[src/rtl/irq_pkg.sv]
package irq_pkg;
  // Per-line state; bit 0 = pending, bit 1 = active
  typedef enum logic [1:0] {
    LS_IDLE    = 2'b00,
    LS_PEND    = 2'b01,
    LS_ACT     = 2'b10,
    LS_ACTPEND = 2'b11
  } line_st_e;
endpackage

[src/rtl/irq_sync.sv]
module irq_sync #(
  parameter int N = 8
) (
  input  logic         clk,
  input  logic         rst,
  input  logic [N-1:0] din,
  output logic [N-1:0] lvl,
  output logic [N-1:0] rise
);
  logic [N-1:0] s1, s2, s3;

  always_ff @(posedge clk) begin
    if (rst) begin
      s1 <= '0;
      s2 <= '0;
      s3 <= '0;
    end else begin
      s1 <= din;
      s2 <= s1;
      s3 <= s2;
    end
  end

  assign lvl  = s2;
  assign rise = s2 & ~s3;
endmodule

[src/rtl/irq_line.sv]
module irq_line
  import irq_pkg::*;
(
  input  logic clk,
  input  logic rst,
  input  logic is_level,
  input  logic lvl,
  input  logic rise,
  input  logic sw_set,
  input  logic sw_clr,
  input  logic take,
  input  logic ret,
  output logic pend,
  output logic act
);
  line_st_e st, st_n;
  logic     pend_set, pend_n, act_n;

  assign pend = st[0];
  assign act  = st[1];

  always_comb begin
    // level lines are sampled while idle/pending and again at return
    if (is_level) pend_set = sw_set | (lvl & ((~act & ~take) | ret));
    else          pend_set = sw_set | rise;
    pend_n = sw_clr ? 1'b0 : ((pend & ~take) | pend_set);
    act_n  = ret ? 1'b0 : (take ? 1'b1 : act);
    st_n   = line_st_e'({act_n, pend_n});
  end

  always_ff @(posedge clk) begin
    if (rst) st <= LS_IDLE;
    else     st <= st_n;
  end
endmodule

[src/rtl/irq_pick.sv]
module irq_pick #(
  parameter int N   = 8,
  parameter int PW  = 3,
  localparam int IDW = (N > 1) ? $clog2(N) : 1
) (
  input  logic [N-1:0]    cand,
  input  logic [N*PW-1:0] prio,
  output logic            found,
  output logic [IDW-1:0]  sel_id,
  output logic [PW-1:0]   sel_prio
);
  always_comb begin
    found    = 1'b0;
    sel_id   = '0;
    sel_prio = '0;
    // scan downward so that equal priority settles on the lowest index
    for (int i = N - 1; i >= 0; i--) begin
      if (cand[i] && (!found || prio[i*PW +: PW] <= sel_prio)) begin
        found    = 1'b1;
        sel_id   = IDW'(i);
        sel_prio = prio[i*PW +: PW];
      end
    end
  end
endmodule

[src/rtl/irq_nest.sv]
module irq_nest #(
  parameter int N   = 8,
  parameter int PW  = 3,
  localparam int IDW = (N > 1) ? $clog2(N) : 1,
  localparam int DW  = $clog2(N + 1)
) (
  input  logic           clk,
  input  logic           rst,
  input  logic           push,
  input  logic [IDW-1:0] push_id,
  input  logic [PW-1:0]  push_prio,
  input  logic           pop,
  output logic [DW-1:0]  depth,
  output logic           top_valid,
  output logic [IDW-1:0] top_id,
  output logic [PW-1:0]  top_prio
);
  logic [IDW-1:0] stk_id [N];
  logic [PW-1:0]  stk_pr [N];
  logic [IDW-1:0] wr_ptr, rd_ptr;

  assign wr_ptr    = IDW'(depth);
  assign rd_ptr    = IDW'(depth - 1'b1);
  assign top_valid = (depth != '0);
  assign top_id    = stk_id[rd_ptr];
  assign top_prio  = stk_pr[rd_ptr];

  // storage without reset so it can map to distributed RAM
  always_ff @(posedge clk) begin
    if (push) begin
      stk_id[wr_ptr] <= push_id;
      stk_pr[wr_ptr] <= push_prio;
    end
  end

  always_ff @(posedge clk) begin
    if (rst)                      depth <= '0;
    else if (pop && top_valid)    depth <= depth - 1'b1;
    else if (push && depth != DW'(N)) depth <= depth + 1'b1;
  end
endmodule

[src/rtl/irq_prio_ctrl.sv]
module irq_prio_ctrl #(
  parameter int N   = 8,
  parameter int PW  = 3,
  localparam int IDW = (N > 1) ? $clog2(N) : 1,
  localparam int DW  = $clog2(N + 1)
) (
  input  logic            clk,
  input  logic            rst,
  input  logic [N-1:0]    irq_in,
  input  logic [N-1:0]    cfg_level,
  input  logic [N-1:0]    cfg_enable,
  input  logic [N*PW-1:0] cfg_prio,
  input  logic [N-1:0]    sw_set_pend,
  input  logic [N-1:0]    sw_clr_pend,
  input  logic            ack,
  input  logic            eoi,
  output logic            cpu_req,
  output logic [IDW-1:0]  req_id,
  output logic [PW-1:0]   req_prio,
  output logic            run_valid,
  output logic [PW-1:0]   run_prio,
  output logic [DW-1:0]   nest_depth,
  output logic [N-1:0]    pending,
  output logic [N-1:0]    active,
  output logic            eoi_err
);
  logic [N-1:0]   lvl_s, rise_s, take_vec, ret_vec;
  logic           found, ack_do, eoi_do;
  logic [IDW-1:0] top_id;

  irq_sync #(.N(N)) u_sync (
    .clk(clk), .rst(rst), .din(irq_in), .lvl(lvl_s), .rise(rise_s)
  );

  for (genvar g = 0; g < N; g++) begin : g_line
    irq_line u_line (
      .clk(clk), .rst(rst), .is_level(cfg_level[g]),
      .lvl(lvl_s[g]), .rise(rise_s[g]),
      .sw_set(sw_set_pend[g]), .sw_clr(sw_clr_pend[g]),
      .take(take_vec[g]), .ret(ret_vec[g]),
      .pend(pending[g]), .act(active[g])
    );
  end

  irq_pick #(.N(N), .PW(PW)) u_pick (
    .cand(pending & cfg_enable), .prio(cfg_prio),
    .found(found), .sel_id(req_id), .sel_prio(req_prio)
  );

  irq_nest #(.N(N), .PW(PW)) u_nest (
    .clk(clk), .rst(rst),
    .push(ack_do), .push_id(req_id), .push_prio(req_prio),
    .pop(eoi_do), .depth(nest_depth),
    .top_valid(run_valid), .top_id(top_id), .top_prio(run_prio)
  );

  // strict preemption against the running level
  assign cpu_req  = found && (!run_valid || (req_prio < run_prio));
  assign eoi_do   = eoi && run_valid;
  assign ack_do   = ack && cpu_req && !eoi;
  assign take_vec = ack_do ? (N'(1) << req_id) : '0;
  assign ret_vec  = eoi_do ? (N'(1) << top_id) : '0;

  always_ff @(posedge clk) begin
    if (rst)                    eoi_err <= 1'b0;
    else if (eoi && !run_valid) eoi_err <= 1'b1;
  end
endmodule

[config.mk]
export PLATFORM = sky130hd
export DESIGN_NAME = irq_prio_ctrl
export DESIGN_NICKNAME = d
export VERILOG_FILES = /design/src/rtl/irq_pkg.sv /design/src/rtl/irq_sync.sv /design/src/rtl/irq_line.sv /design/src/rtl/irq_pick.sv /design/src/rtl/irq_nest.sv /design/src/rtl/irq_prio_ctrl.sv
export SDC_FILE = /design/constraint.sdc
export NUM_CORES = 1
export LEC_CHECK = 0
export ABC_AREA = 1
export BUFFER_PORTS_ARGS = -buffer_cell sky130_fd_sc_hd__clkbuf_2
export CORE_MARGIN = 10
export CORE_UTILIZATION = 57
export CTS_BUF_LIST = sky130_fd_sc_hd__clkbuf_8 sky130_fd_sc_hd__clkbuf_16
export CTS_CLUSTER_DIAMETER = 80
export DETAILED_ROUTE_END_ITERATION = 8
export PLACE_DENSITY = 0.92
export SLEW_MARGIN = 20
export SYNTH_ARGS = -nofsm -noshare
export SYNTH_HDL_FRONTEND = slang
export SYNTH_SLANG_ARGS = --single-unit
[constraint.sdc]
create_clock -name clk -period 23.5 [get_ports clk]
set_input_delay 4.7 -clock clk [delete_from_list [all_inputs] [get_ports clk]]
set_output_delay 4.7 -clock clk [all_outputs]
set_load 0.01 [all_outputs]
* Word-level counts from Yosys, hierarchy flattened *
Memory sizes are Yosys's and may differ from the RTL's.
Index checks and enable logic that the tools add are counted.

storage, ports and cells
  flip-flop bits (word level) = 45
  memory bits (writable) = 48
  word-level logic and storage cells = 198
  memories kept = 2

memory list
  name           words  bits a word  read ports  clocked after Yosys merged registers in  wr ports  line            text
  u_nest.stk_id  8      3            1           0                                        1         irq_nest.sv:18  logic [IDW-1:0] stk_id [N];
  u_nest.stk_pr  8      3            1           0                                        1         irq_nest.sv:19  logic [PW-1:0] stk_pr [N];

operators by class
  add/subtract/negate cells = 2
  equality and inequality tests = 1
  reductions and logical operators = 49
  bitwise gates (word level) = 75
  shift-type cells = 2
  magnitude comparators = 8
  muxes and demuxes = 38

operators with widths
  cell                   number
  $mux W3                16
  $or A1 B1 Y1           32
  $reduce_or A2 Y1       16
  $and A1 B1 Y1          24
  $le A3 B3 Y1           7
  $mux W1                18
  $and A8 B8 Y8          2
  $mux W8                2
  $not A1 Y1             16
  $shl A1 B3 Y8 const A  2
  $logic_and A1 B1 Y1    14
  $logic_not A1 Y1       9
  $logic_or A1 B1 Y1     8
  $mux W4                2
  $not A8 Y8             1
  $add A4 B1 Y4 const B  1
  $ne A4 B4 Y1 const B   1
  $reduce_bool A4 Y1     1
  $sub A4 B1 Y4 const B  1
  $lt A3 B3 Y1           1
  $reduce_bool A2 Y1     1

* Longest topological paths before layout *
  word-level depth = 43
  gate-level depth with buffers = 67
  depth with buffers taken out = 67

* By module *
From an unflattened synthesis, not the netlist that was laid out.

second synthesis, totals
  cells, all modules = 671
  area, all modules = 5171.2 µm²

modules (own cells, without submodules)
  module         times used  area each (µm²)  cells an instance
  irq_nest       1           2289.7           210
  irq_pick       1           978.4            169
  irq_line       8           105.1            17
  irq_sync       1           713.2            82
  irq_prio_ctrl  1           349.1            74

* Least setup slack after synthesis *
Ideal clock, no wire load.

  kind = input-to-output
  start point = input port cfg_enable[7]
  end point = output port cpu_req
  path buffers = 0
  stages on the path = 56
  data required time = 18.800 ns
  path slack = 6.350 ns
  arrival time = 12.450 ns
  path through = nand2_2 inv_2 nand2_1 ha_1 a21oi_1 nand2_1 nand2_2 nand2_4 nand2_1 o21ai_1 ha_1 a21oi_1 nand2_1 nand3_1 nand2_1 o21ai_0 ha_1 a21oi_1 (+20 left out) inv_1 nor2_1 o21a_1 o211ai_1 nand2_1 nand2_1 o21ai_0 ha_1 nand3b_1 a32oi_1 a21oi_4 o21ai_0 ha_1 nand2_1 inv_1 nand2_1 nand2_2 a21boi_4

between the ends
  longest elaborated chain between the ends = 33
  elaborated cells on any way between the ends = 48
  classes of those cells = 8 x order compare; 16 x mux; 1 x bitwise; 23 x reduce/logical

RTL lines
  item                                              line                 text
  start, declared                                   irq_prio_ctrl.sv:11  input logic [N-1:0] cfg_enable,
  $and A8 B8 Y8 (*)                                 irq_prio_ctrl.sv:46  .cand(pending & cfg_enable), .prio(cfg_prio),
  $mux W3 or $mux W1 (tied branches)                irq_pick.sv:18       if (cand[i] && (!found || prio[i*PW +: PW] <= sel_prio)) begin
  $le A3 B3 Y1 or $logic_not A1 Y1 (tied branches)  irq_pick.sv:18
  $logic_or A1 B1 Y1                                irq_pick.sv:18
  $logic_and A1 B1 Y1                               irq_pick.sv:18
  $mux W3 or $mux W1 (tied branches)                irq_pick.sv:18
  $le A3 B3 Y1 or $logic_not A1 Y1 (tied branches)  irq_pick.sv:18
  $logic_or A1 B1 Y1                                irq_pick.sv:18
  (+18 left out)                                    n/a
  $le A3 B3 Y1 or $logic_not A1 Y1 (tied branches)  irq_pick.sv:18
  $logic_or A1 B1 Y1                                irq_pick.sv:18
  $logic_and A1 B1 Y1                               irq_pick.sv:18
  $mux W3 (*)                                       irq_pick.sv:18
  named net req_prio[1]                             irq_prio_ctrl.sv:19  output logic [PW-1:0] req_prio,
  $lt A3 B3 Y1 (*)                                  irq_prio_ctrl.sv:58  assign cpu_req = found && (!run_valid || (req_prio < run_prio));
  $logic_or A1 B1 Y1 (*)                            irq_prio_ctrl.sv:58
  $logic_and A1 B1 Y1 (*)                           irq_prio_ctrl.sv:58
  end, declared                                     irq_prio_ctrl.sv:17  output logic cpu_req,

Mark *: on every way through the listed nets, which the timed path passes. The rest lies on a longest branch.

* Worst setup path after layout *
  start point = input port cfg_enable[7]
  end point = output port cpu_req

between the ends
  longest elaborated chain between the ends = 33
  elaborated cells on any way between the ends = 48
  classes of those cells = 8 x order compare; 16 x mux; 1 x bitwise; 23 x reduce/logical

RTL lines
  item                                              line
  $and A8 B8 Y8 (*)                                 irq_prio_ctrl.sv:46
  $mux W3 or $mux W1 (tied branches)                irq_pick.sv:18
  $le A3 B3 Y1 or $logic_not A1 Y1 (tied branches)  irq_pick.sv:18
  $logic_or A1 B1 Y1                                irq_pick.sv:18
  $logic_and A1 B1 Y1                               irq_pick.sv:18
  $mux W3 or $mux W1 (tied branches)                irq_pick.sv:18
  $le A3 B3 Y1 or $logic_not A1 Y1 (tied branches)  irq_pick.sv:18
  $logic_or A1 B1 Y1                                irq_pick.sv:18
  (+17 left out)                                    n/a
  $mux W3 or $mux W1 (tied branches)                irq_pick.sv:18
  $le A3 B3 Y1 or $logic_not A1 Y1 (tied branches)  irq_pick.sv:18
  $logic_or A1 B1 Y1                                irq_pick.sv:18
  $logic_and A1 B1 Y1                               irq_pick.sv:18
  $mux W3                                           irq_pick.sv:18
  $lt A3 B3 Y1                                      irq_prio_ctrl.sv:58
  $logic_or A1 B1 Y1                                irq_prio_ctrl.sv:58
  $logic_and A1 B1 Y1 (*)                           irq_prio_ctrl.sv:58

Every way passes the cells marked *; elsewhere a longest branch is shown, timed or not.

==> results by group <==
Drt
  – Post-DR wirelength/cell: 15.7 µm
  – Initial DRC count: 337
  – Number of iterations in the first detailed-routing pass: 6
  – Via-to-Cell Ratio: 5.49
  – # DRC: 0
  – Routed via count: 4373
  – Antenna-violating nets left: 0
  – Final WL: 12.5 mm

Power and ir drop
  – VDD IR max: 0.0574 mV
  – Pwr dens: 86.1 nW/µm²
  – Total power: 0.487 mW
  – Leakage Power: 2.68 nW

STA
  – RSZ-0062 raised after global routing: no
  – # setup viols final: 0
  – Final period util: 79.0%
  – Max-slew violations: 0
  – Slew margin rel.: 32.5%
  – Final hold viol count: 0
  – Fmax: 53.8 MHz
  – Tmin final: 18.57 ns
  – Post-route setup TNS: 0 ns
  – Least-Margin Pin Slew: 1.01 ns
  – Post-route clock skew: 0.00672 ns

Clock network
  – Clock transition at path regs: 0.08 ns
  – Clock latency on the worst-skew pair: 0.37 ns
  – Number of setup buffers added after CTS: 0
  – H-tree levels: 3
  – Root Driver: clkbuf_8
  – Num CTS Buffers: 9
  – CTS tree: done
  – Maximum clock path buffer count: 2
  – # hold bufs at CTS: 0
  – CTS Sinks: 93
  – Post-CTS Resized: 0

Die
  – Die Ht: 113 µm
  – Initial Util: 59.5%
  – IO Pins: 100
  – Die W: 113 µm
  – Core Area: 8340 µm²
  – Site row count: 33
  – Total Die Area: 12800 µm²

GRT
  – Vias in the first global route: 4378
  – First-pass GRT wire length: 20.2 mm
  – Largest net degree at the start of global routing: 45
  – Met3 usage: 5.86%
  – Met1 usage: 20.5%
  – Antenna violations before repair: 0
  – Total GRT Usage: 19.1%
  – Global route hottest layer: met2
  – Overflow after GRT: 0
  – Met2 usage: 33.4%

Layout
  – Fraction of layout instances using a drive strength above 1: 22.5%
  – Fillers: 622
  – Final non-filler cell total: 797
  – # diodes: 0
  – Area growth, synth to finish: 14.2%
  – Nets: 780

Min path
  – Hold Path Class: register to register

Setup path
  – Worst setup path class: input pin to primary output
  – Slowest stage delay, CP: 0.60 ns
  – Buffers & Inverters on Critical Path: 4
  – Worst Path Arrival: 13.87 ns
  – WP data required: 18.80 ns
  – Slowest stage cell on the critical path: o21ai_1
  – CP endpoint kind: primary output
  – Startpoint Class: input pin
  – R2R Setup Slk: 12.82 ns
  – Crit path max fanout: 10
  – Top delay family on crit path: compound AO/OA/AOI/OAI gates

Placed design
  – GPL Wtd Cong: 0.870
  – Cells after DPL: 781
  – Port Buf Inserts: 99
  – Post-detailed-placement half-perimeter wirelength: 9.65 mm

Yosys
  – FFs w/ async S/R, synth: 0%
  – Syn nets: 698
  – Synthesized area: 4960 µm²
  – Post-synth EDFFs: 48
  – #FFs+latches synth: 93
  – Seq/Total Area, Yosys: 47.2%
  – Prevailing post-synth register cell: edfxtp_1
  – Commonest cells post-synth: 101 x nand2_1, 87 x nor2_1, 77 x inv_1
  – Mean Syn Cell Area: 8.20 µm²
  – Cell variety after synth: 42
  – Yosys top cell by area: edfxtp_1
  – Share of the synthesized area in the top cell type: 29.1%
  – Largest cells by area after synthesis: edfxtp_1 29%, dfxtp_1 18%, nand2_1 7.6%
  – Synth warn: 0
  – Cells after Synth: 605
  – Most common cell in the netlist: nand2_1

Flow run
  – Max cap viols: 0

Outcome
  – Outcome: complete, no violations
## cell usage in the layout (no fill, tap or decap), types with 10 or more instances in the layout
cell / n
nand2_1: 101
clkbuf_2: 99
nor2_1: 87
inv_1: 77
edfxtp_1: 48
dfxtp_1: 45
o21ai_0: 43
a21oi_1: 35
nand3_1: 33
ha_1: 25
o22ai_1: 11
clkbuf_8: 11
nand4_1: 10
## layout make-up
type | instances | area (µm²) | area share (%)
timing repair buffer | 100 | 503 | 8.88
tap | 105 | 131 | 2.32
clock buffer | 14 | 226 | 4.00
sequential | 93 | 2340 | 41.4
clock inverter | 2 | 15.0 | 0.265
inverter | 87 | 329 | 5.81
multi-input combinational | 396 | 2110 | 37.3
## per-stage QoR
| stage | utilization (%) | cell area (µm²) | hold slack [ns] | setup WS, ns |
|---|---|---|---|---|
| CTS | 67.9 | 5660 | 0.407 | 5.10 |
| global placement | 65.0 | 5420 | 0.389 | 5.98 |
| global route | 67.9 | 5660 | 0.416 | 4.28 |
| floorplan | - | 4960 | 0.388 | 6.35 |
| finish | 67.9 | 5660 | 0.405 | 4.93 |
| detailed placement | 65.0 | 5420 | 0.394 | 5.12 |
## kinds of logic after synthesis
kind of cell | count (synthesis) | synth area share, %
fa+ha+maj | 25 | 6.31
buf+inv | 116 | 10.1
xor+xnor | 2 | 0.353
flops | 93 | 47.2
simple gates | 264 | 23.9
compound gates | 105 | 12.0
## worst reg2reg max path: cells and delay by family (launching register included)
family / cells / cell delay [ns]
buf+inv: 3 / 0.25
flops: 1 / 0.37
compound gates: 21 / 4.15
fa+ha+maj: 8 / 2.54
simple gates: 24 / 2.98
## sequential cells by signal, summed over array words and instances (netlist names)
signal,count
eoi_err,1
g_line.u_line.st,16
u_nest.depth,4
u_nest.stk_id,24
u_nest.stk_pr,24
u_sync.lvl,8
u_sync.s1,8
u_sync.s3,8
## final timing paths
path,start,endpoint,cells after the start
min reg2reg,u_sync.s1[1]$_SDFF_PP0_,u_sync.lvl[1]$_SDFF_PP0_,2
max,cfg_enable[7],cpu_req,54
min,u_sync.s1[1]$_SDFF_PP0_,u_sync.lvl[1]$_SDFF_PP0_,2
max reg2reg,g_line[7].u_line.st[0]$_SDFF_PP0_,u_nest.stk_id[0][0]$_DFFE_PP_,56
## layer usage
metal	part of all wire, %	up-vias
met1	38	1949
li1	-	2151
met2	50	230
met3	8.3	43
met4	3.7	0
met5	0	-
## report_power, final
part	total, mW	switching [mW]	internal [mW]
clock	0.119	0.0553	0.0639
sequential	0.190	0.00957	0.180
combinational	0.178	0.120	0.0583
Note: power is estimated with default switching activity, not from simulation.
